===== src/rtl/seg_pkg.sv =====
package seg_pkg;
  typedef enum logic [2:0] {
    F_NONE    = 3'd0,
    F_ABSENT  = 3'd1,
    F_LIMIT   = 3'd2,
    F_WR_CODE = 3'd3,
    F_EX_DATA = 3'd4,
    F_BUSY    = 3'd5,
    F_INVALID = 3'd6
  } fault_e;

  typedef enum logic [1:0] {
    ACC_READ     = 2'd0,
    ACC_WRITE    = 2'd1,
    ACC_FETCH    = 2'd2,
    ACC_ALT_READ = 2'd3
  } acc_e;

  typedef enum logic [1:0] {
    ST_IDLE,
    ST_ISSUE,
    ST_WAIT
  } fetch_st_e;
endpackage


===== src/rtl/seg_desc_fetch.sv =====
module seg_desc_fetch
  import seg_pkg::*;
#(
  parameter int IDX_W  = 13,
  parameter int BASE_W = 24,
  parameter int LIM_W  = 16,
  localparam int SEL_W  = IDX_W + 1,
  localparam int DESC_W = BASE_W + LIM_W + 2
) (
  input  logic              clk,
  input  logic              rst_n,
  input  logic              sel_load,
  input  logic [SEL_W-1:0]  sel_value,
  output logic [SEL_W-1:0]  sel_visible,
  output logic              ready,
  output logic              load_done,
  output logic [2:0]        load_code,
  output logic              tbl_rd_en,
  output logic [SEL_W-1:0]  tbl_rd_addr,
  input  logic [DESC_W-1:0] tbl_rd_data,
  input  logic              tbl_rd_valid,
  output logic              seg_ok,
  output logic              seg_code,
  output logic [BASE_W-1:0] seg_base,
  output logic [LIM_W-1:0]  seg_limit
);
  // selector {index, table} -> table address {table, index}
  function automatic logic [SEL_W-1:0] table_addr(input logic [SEL_W-1:0] s);
    return {s[0], s[SEL_W-1:1]};
  endfunction

  function automatic logic d_present(input logic [DESC_W-1:0] d);
    return d[0];
  endfunction

  function automatic logic d_is_code(input logic [DESC_W-1:0] d);
    return d[1];
  endfunction

  function automatic logic [LIM_W-1:0] d_limit(input logic [DESC_W-1:0] d);
    return d[LIM_W+1:2];
  endfunction

  function automatic logic [BASE_W-1:0] d_base(input logic [DESC_W-1:0] d);
    return d[DESC_W-1:LIM_W+2];
  endfunction

  fetch_st_e  state;
  logic [SEL_W-1:0] sel_q;

  // named internal events
  logic load_accept;
  logic rsp_take;

  assign ready       = (state == ST_IDLE);
  assign load_accept = ready && sel_load;
  assign rsp_take    = (state == ST_WAIT) && tbl_rd_valid;
  assign tbl_rd_en   = (state == ST_ISSUE);
  assign tbl_rd_addr = table_addr(sel_q);
  assign sel_visible = sel_q;

  always_ff @(posedge clk) begin
    if (!rst_n) begin
      state     <= ST_IDLE;
      sel_q     <= '0;
      seg_ok    <= 1'b0;
      seg_code  <= 1'b0;
      seg_base  <= '0;
      seg_limit <= '0;
      load_done <= 1'b0;
      load_code <= F_NONE;
    end else begin
      load_done <= 1'b0;
      unique case (state)
        ST_IDLE: begin
          if (load_accept) begin
            sel_q  <= sel_value;
            seg_ok <= 1'b0;
            state  <= ST_ISSUE;
          end
        end
        ST_ISSUE: state <= ST_WAIT;
        ST_WAIT: begin
          if (rsp_take) begin
            state     <= ST_IDLE;
            load_done <= 1'b1;
            if (d_present(tbl_rd_data)) begin
              seg_ok    <= 1'b1;
              seg_code  <= d_is_code(tbl_rd_data);
              seg_base  <= d_base(tbl_rd_data);
              seg_limit <= d_limit(tbl_rd_data);
              load_code <= F_NONE;
            end else begin
              load_code <= F_ABSENT;
            end
          end
        end
        default: state <= ST_IDLE;
      endcase
    end
  end

  a_r1_single_read: assert property (@(posedge clk) disable iff (!rst_n)
    tbl_rd_en |=> !tbl_rd_en);
  a_r11_read_needs_load: assert property (@(posedge clk) disable iff (!rst_n)
    tbl_rd_en |-> $past(load_accept));
  a_r2_busy_during_read: assert property (@(posedge clk) disable iff (!rst_n)
    tbl_rd_en |-> !ready);
  a_r2_done_ready: assert property (@(posedge clk) disable iff (!rst_n)
    load_done |-> ready);
  a_r10_sel_hold: assert property (@(posedge clk) disable iff (!rst_n)
    !ready |=> $stable(sel_visible));
  a_r3_absent_invalid: assert property (@(posedge clk) disable iff (!rst_n)
    (load_done && load_code == F_ABSENT) |-> !seg_ok);
endmodule


===== src/rtl/seg_access_check.sv =====
module seg_access_check
  import seg_pkg::*;
#(
  parameter int BASE_W = 24,
  parameter int LIM_W  = 16
) (
  input  logic              clk,
  input  logic              rst_n,
  input  logic              busy,
  input  logic              seg_ok,
  input  logic              seg_code,
  input  logic [BASE_W-1:0] seg_base,
  input  logic [LIM_W-1:0]  seg_limit,
  input  logic              acc_valid,
  input  logic [1:0]        acc_kind,
  input  logic [LIM_W-1:0]  acc_offset,
  output logic              res_valid,
  output logic [BASE_W-1:0] res_linear,
  output logic [2:0]        res_fault
);
  // busy, then invalid, then limit, then type
  function automatic fault_e classify(input logic b, input logic ok, input logic code,
                                      input logic [1:0] kind, input logic [LIM_W-1:0] off,
                                      input logic [LIM_W-1:0] lim);
    if (b)                              return F_BUSY;
    if (!ok)                            return F_INVALID;
    if (off > lim)                      return F_LIMIT;
    if (kind == ACC_WRITE && code)      return F_WR_CODE;
    if (kind == ACC_FETCH && !code)     return F_EX_DATA;
    return F_NONE;
  endfunction

  function automatic logic [BASE_W-1:0] lin_addr(input logic [BASE_W-1:0] b,
                                                 input logic [LIM_W-1:0] off);
    return b + BASE_W'(off);
  endfunction

  fault_e            verdict;
  logic [BASE_W-1:0] lin_w;

  assign verdict = classify(busy, seg_ok, seg_code, acc_kind, acc_offset, seg_limit);
  assign lin_w   = lin_addr(seg_base, acc_offset);

  always_ff @(posedge clk) begin
    if (!rst_n) begin
      res_valid  <= 1'b0;
      res_linear <= '0;
      res_fault  <= F_NONE;
    end else begin
      res_valid <= acc_valid;
      if (acc_valid) begin
        res_fault  <= verdict;
        res_linear <= (verdict == F_NONE) ? lin_w : '0;
      end
    end
  end

  a_r9_one_cycle: assert property (@(posedge clk) disable iff (!rst_n)
    acc_valid |=> res_valid);
  a_r9_no_spurious: assert property (@(posedge clk) disable iff (!rst_n)
    !acc_valid |=> !res_valid);
  a_r9_zero_on_fault: assert property (@(posedge clk) disable iff (!rst_n)
    (res_valid && res_fault != F_NONE) |-> res_linear == '0);
  a_r6_within_limit: assert property (@(posedge clk) disable iff (!rst_n)
    (res_valid && res_fault == F_NONE) |-> $past(acc_offset) <= $past(seg_limit));
  a_r4_busy_code: assert property (@(posedge clk) disable iff (!rst_n)
    (acc_valid && busy) |=> res_fault == F_BUSY);
endmodule


===== src/rtl/seg_reg_unit.sv =====
module seg_reg_unit
  import seg_pkg::*;
#(
  parameter int IDX_W  = 13,
  parameter int BASE_W = 24,
  parameter int LIM_W  = 16
) (
  input  logic                      clk,
  input  logic                      rst_n,
  input  logic                      sel_load,
  input  logic [IDX_W:0]            sel_value,
  output logic [IDX_W:0]            sel_visible,
  output logic                      ready,
  output logic                      load_done,
  output logic [2:0]                load_fault,
  output logic                      tbl_rd_en,
  output logic [IDX_W:0]            tbl_rd_addr,
  input  logic [BASE_W+LIM_W+1:0]   tbl_rd_data,
  input  logic                      tbl_rd_valid,
  input  logic                      acc_valid,
  input  logic [1:0]                acc_kind,
  input  logic [LIM_W-1:0]          acc_offset,
  output logic                      res_valid,
  output logic [BASE_W-1:0]         res_linear,
  output logic [2:0]                res_fault
);
  logic              seg_ok;
  logic              seg_code;
  logic [BASE_W-1:0] seg_base;
  logic [LIM_W-1:0]  seg_limit;

  seg_desc_fetch #(.IDX_W(IDX_W), .BASE_W(BASE_W), .LIM_W(LIM_W)) i_fetch (
    .clk(clk), .rst_n(rst_n),
    .sel_load(sel_load), .sel_value(sel_value), .sel_visible(sel_visible),
    .ready(ready), .load_done(load_done), .load_code(load_fault),
    .tbl_rd_en(tbl_rd_en), .tbl_rd_addr(tbl_rd_addr),
    .tbl_rd_data(tbl_rd_data), .tbl_rd_valid(tbl_rd_valid),
    .seg_ok(seg_ok), .seg_code(seg_code), .seg_base(seg_base), .seg_limit(seg_limit)
  );

  seg_access_check #(.BASE_W(BASE_W), .LIM_W(LIM_W)) i_check (
    .clk(clk), .rst_n(rst_n),
    .busy(!ready), .seg_ok(seg_ok), .seg_code(seg_code),
    .seg_base(seg_base), .seg_limit(seg_limit),
    .acc_valid(acc_valid), .acc_kind(acc_kind), .acc_offset(acc_offset),
    .res_valid(res_valid), .res_linear(res_linear), .res_fault(res_fault)
  );

  a_r4_no_read_from_access: assert property (@(posedge clk) disable iff (!rst_n)
    (acc_valid && ready && !sel_load) |=> !tbl_rd_en);
endmodule


===== config.mk =====
export PLATFORM = sky130hd
export DESIGN_NAME = seg_reg_unit
export DESIGN_NICKNAME = d
export VERILOG_FILES = /design/src/rtl/seg_pkg.sv /design/src/rtl/seg_desc_fetch.sv /design/src/rtl/seg_access_check.sv /design/src/rtl/seg_reg_unit.sv
export SDC_FILE = /design/constraint.sdc
export NUM_CORES = 1
export LEC_CHECK = 0
export BUFFER_PORTS_ARGS = -buffer_cell sky130_fd_sc_hd__buf_2
export CAP_MARGIN = 15
export CORE_UTILIZATION = 47
export CTS_BUF_LIST = sky130_fd_sc_hd__clkbuf_16
export DETAILED_ROUTE_END_ITERATION = 10
export PLACE_DENSITY = 0.76
export SYNTH_ARGS = -nofsm -noshare
export SYNTH_HDL_FRONTEND = slang
export SYNTH_SLANG_ARGS = --single-unit
export TNS_END_PERCENT = 20

===== constraint.sdc =====
create_clock -name clk -period 2.3 [get_ports clk]
set_input_delay 0.115 -clock clk [delete_from_list [all_inputs] [get_ports clk]]
set_output_delay 0.115 -clock clk [all_outputs]
set_load 0.02 [all_outputs]

==> impl_metrics.env <==
export IMPL_max_freq_ghz=0.427
export IMPL_path_clk_slew_ns=0.06
export IMPL_power_leakage_uw=0.00269
export IMPL_power_ir_vdd_worst_mv=0.376
export IMPL_vias_per_std_cell=5.30
export IMPL_post_route_period_util_pct=102
export IMPL_starting_density_of_the_core_pct=48.6
export IMPL_synth_top_cells_by_area="dfxtp_1 37%, nand2_1 11%, a21boi_0 8.7%"
export IMPL_post_synth_cell_area_avg_um2=8.33
export IMPL_r2r_slack_ns=-0.04
export IMPL_hold_path_depth=3
export IMPL_antenna_found_initial=0
export IMPL_layout_min_cycle_time_ns=2.34
export IMPL_global_route_wire_length_before_repair_mm=18.9
export IMPL_dominantRegCellSynth="dfxtp_1"
export IMPL_detailroute_via_count=4493
export IMPL_met3_length_um=783
export IMPL_synthesis_area_um2=4750
export IMPL_critPathMaxFanout=3
export IMPL_htree_num_levels=3
export IMPL_timing_max_transition_violations_final=0
export IMPL_netlist_area_leader_share_pct=37.1
export IMPL_detail_route_antenna_nets=0
export IMPL_dieArea_um2=10500
export IMPL_totalNegativeSetupSlack_ns=-0.119
export IMPL_rd_place_congestion=0.884
export IMPL_synth_seq_area_share_pct=37.1
export IMPL_netlist_cell_type_count=56
export IMPL_synth_seq_cells=88
export IMPL_grt_overflow_total=0
export IMPL_fraction_of_layout_instances_using_a_drive_strength_above_1_pct=32.3
export IMPL_root_buffer="clkbuf_16"
export IMPL_max_cap_viol_count=0
export IMPL_synth_top_cell_by_area="dfxtp_1"
export IMPL_chipHeight_um=103
export IMPL_final_setup_viol_count=4
export IMPL_cts_tree="built"
export IMPL_final_hold_viol_count=0
export IMPL_postCtsHoldBufs=0
export IMPL_reg2reg_to="i_check.res_linear[23]$_SDFFE_PN0P_"
export IMPL_worst_hold_startpoint="tbl_rd_data[3]"
export IMPL_min_path_type="in2reg"
export IMPL_async_s_r_ff_share_synth_pct=0
export IMPL_synthesis_yosys_warnings=0
export IMPL_drc_viols=0
export IMPL_rsz0062_at_grt="true"
export IMPL_worst_case_reg_to_reg_path_depth=9
export IMPL_std_cell_rows=36
export IMPL_power_per_cell_area_nw_per_um2=560
export IMPL_worst_slack_ns=-0.0418
export IMPL_grt_total_usage_pct=23.4
export IMPL_timing_critical_path_to_type="flop"
export IMPL_mostFrequentLayoutCell="buf_2"
export IMPL_core_um2=9770
export IMPL_finish_net_count=823
export IMPL_drt_first_iter_violations=135
export IMPL_hpwlAfterDp_mm=8.89
export IMPL_worstSetupStartpointType="flop"
export IMPL_route_met2_wl_mm=5.86
export IMPL_clkLatencyLatePin_ns=0.34
export IMPL_worst_pin_slew_ns=0.682
export IMPL_route_detailed_wl_per_inst_um=14.4
export IMPL_met1_length_mm=5.30
export IMPL_layout_area_growth_over_synthesis_pct=30.1
export IMPL_first_global_vias=4221
export IMPL_cts_root_to_sink_buffers=2
export IMPL_stdcell_count=848
export IMPL_reg2reg_from="i_fetch.seg_base[0]$_SDFFE_PN0P_"
export IMPL_detail_route_first_pass_iterations=5
export IMPL_grt_start_max_net_pins=43
export IMPL_clock_sinks=88
export IMPL_netlist_instances=570
export IMPL_slew_headroom_pct=54.5
export IMPL_critPathLaunch="i_fetch.seg_base[0]$_SDFFE_PN0P_"
export IMPL_post_place_cells=823
export IMPL_failed_checks="setup timing"
export IMPL_cts_made_buffers=9
export IMPL_buffer_ports_inserted=138
export IMPL_required_ns=2.53
export IMPL_drt_total_wl_mm=12.2
export IMPL_top_level_ports=141
export IMPL_diodes=0
export IMPL_top_layer_used="met4"
export IMPL_timing_worst_setup_path_type="reg2reg"
export IMPL_chipWidth_um=103
export IMPL_layout_common_cells="138 x buf_2, 132 x nand2_1, 80 x dfxtp_1"
export IMPL_finalClockSkew_ns=0.00548
export IMPL_filler_cell_count=858
export IMPL_result_of_the_run="finished, violations left"
export IMPL_timing_critical_path_arrival_ns=2.57
export IMPL_min_to="i_fetch.seg_limit[1]$_SDFFE_PN0P_"
export IMPL_synth_edff_count=0
## through the flow
step	utilization, %	hold slack [ns]	setup slack [ns]	total power (uW)	area [um^2]
finish	63.2	0.0118	-0.0418	3460	6180
global route	63.2	0.0140	-0.128	3610	6180
CTS	60.4	0.00951	-0.0711	3470	5910
detailed placement	56.9	0.375	-0.173	2040	5560
global placement	56.9	0.365	-0.120	2030	5560
floorplan	-	0.237	0.0207	1880	4760
## flip-flops by register name (all words and copies together) (netlist names)
name	flops
i_check.res_fault	3
i_check.res_linear	24
i_check.res_valid	1
i_fetch.load_code	1
i_fetch.load_done	1
i_fetch.seg_base	24
i_fetch.seg_code	1
i_fetch.seg_limit	16
i_fetch.seg_ok	1
i_fetch.sel_visible	14
i_fetch.state	2
## power breakdown
group	internal (uW)	switching [uW]
registers	1560	22.0
clock network	829	589
logic	199	263
total	2580	874
## per-layer routing
metal  up-vias  GRT usage [%]
met3        24           6.58
met2       182           39.8
li1       2261              -
met1      2026           28.2
met4         0           7.91
met5         -              0
## worst max-delay path by stage
stage | end | cells past startpoint
final | i_check.res_linear[23]$_SDFFE_PN0P_ | 9
after global routing | i_check.res_linear[23]$_SDFFE_PN0P_ | 9
after CTS | i_check.res_linear[16]$_SDFFE_PN0P_ | 10
after detailed placement | i_check.res_linear[17]$_SDFFE_PN0P_ | 9
after global placement | i_check.res_linear[17]$_SDFFE_PN0P_ | 9
after floorplan | i_check.res_linear[16]$_SDFFE_PN0P_ | 9
## cell type report
class	instances	area (um^2)	area share, %
Multi-Input combinational cell	419	2870	46.4
Inverter	19	71.3	1.15
Sequential cell	88	1770	28.7
Timing Repair Buffer	174	1010	16.4
Clock buffer	9	225	3.65
Clock inverter	6	61.3	0.992
Tap cell	133	166	2.69
## timing repair
action,in CTS,in global routing
setup endpoints to repair,24,26
pin swaps,8,29
setup buffers,2,5
resized for setup,9,37
gates cloned,0,3
## logic make-up after synthesis
kind of cell | share of synthesized area (%)
and+or+nand+nor | 18.8
AOI/OAI and AO/OA | 25.4
DFF | 37.1
buffers and inverters | 7.01
adders and majority gates | 8.85
xor gates and xnor gates | 2.77
other | 0.0790
## synthesized netlist by cell type (2+ instances only)
| library cell | count |
|---|---|
| inv_1 | 19 |
| o211ai_1 | 2 |
| nor3_1 | 4 |
| a21boi_0 | 55 |
| o21ai_0 | 17 |
| a22o_1 | 23 |
| o41ai_1 | 2 |
| clkbuf_1 | 22 |
| nor2b_1 | 12 |
| ha_1 | 32 |
| nand3_1 | 3 |
| a211o_1 | 2 |
| or4_1 | 2 |
| a311o_1 | 2 |
| and4_1 | 2 |
| nor3b_1 | 3 |
| buf_4 | 19 |
| and2_1 | 2 |
| dfxtp_1 | 88 |
| or3_1 | 4 |
| a21oi_1 | 27 |
| a2111oi_0 | 2 |
| xor2_1 | 4 |
| a211oi_1 | 7 |
| nand4_1 | 9 |
| nor2_1 | 22 |
| and3_1 | 3 |
| o31ai_1 | 2 |
| xnor2_1 | 11 |
| nand2_1 | 133 |
| a221o_1 | 2 |
| o21a_1 | 3 |
| a21o_1 | 6 |
| o2111ai_1 | 2 |
## critical path, cell delays in order (launching register included)
cell and delay (ns):
dfxtp_2 0.34, ha_4 0.16, buf_4 0.13, a211o_1 0.27, a211o_1 0.34, o211ai_1 0.35
a21boi_2 0.14, o211ai_1 0.24, xnor2_1 0.10, a22o_1 0.17
Power figures use the tool's default switching activity.
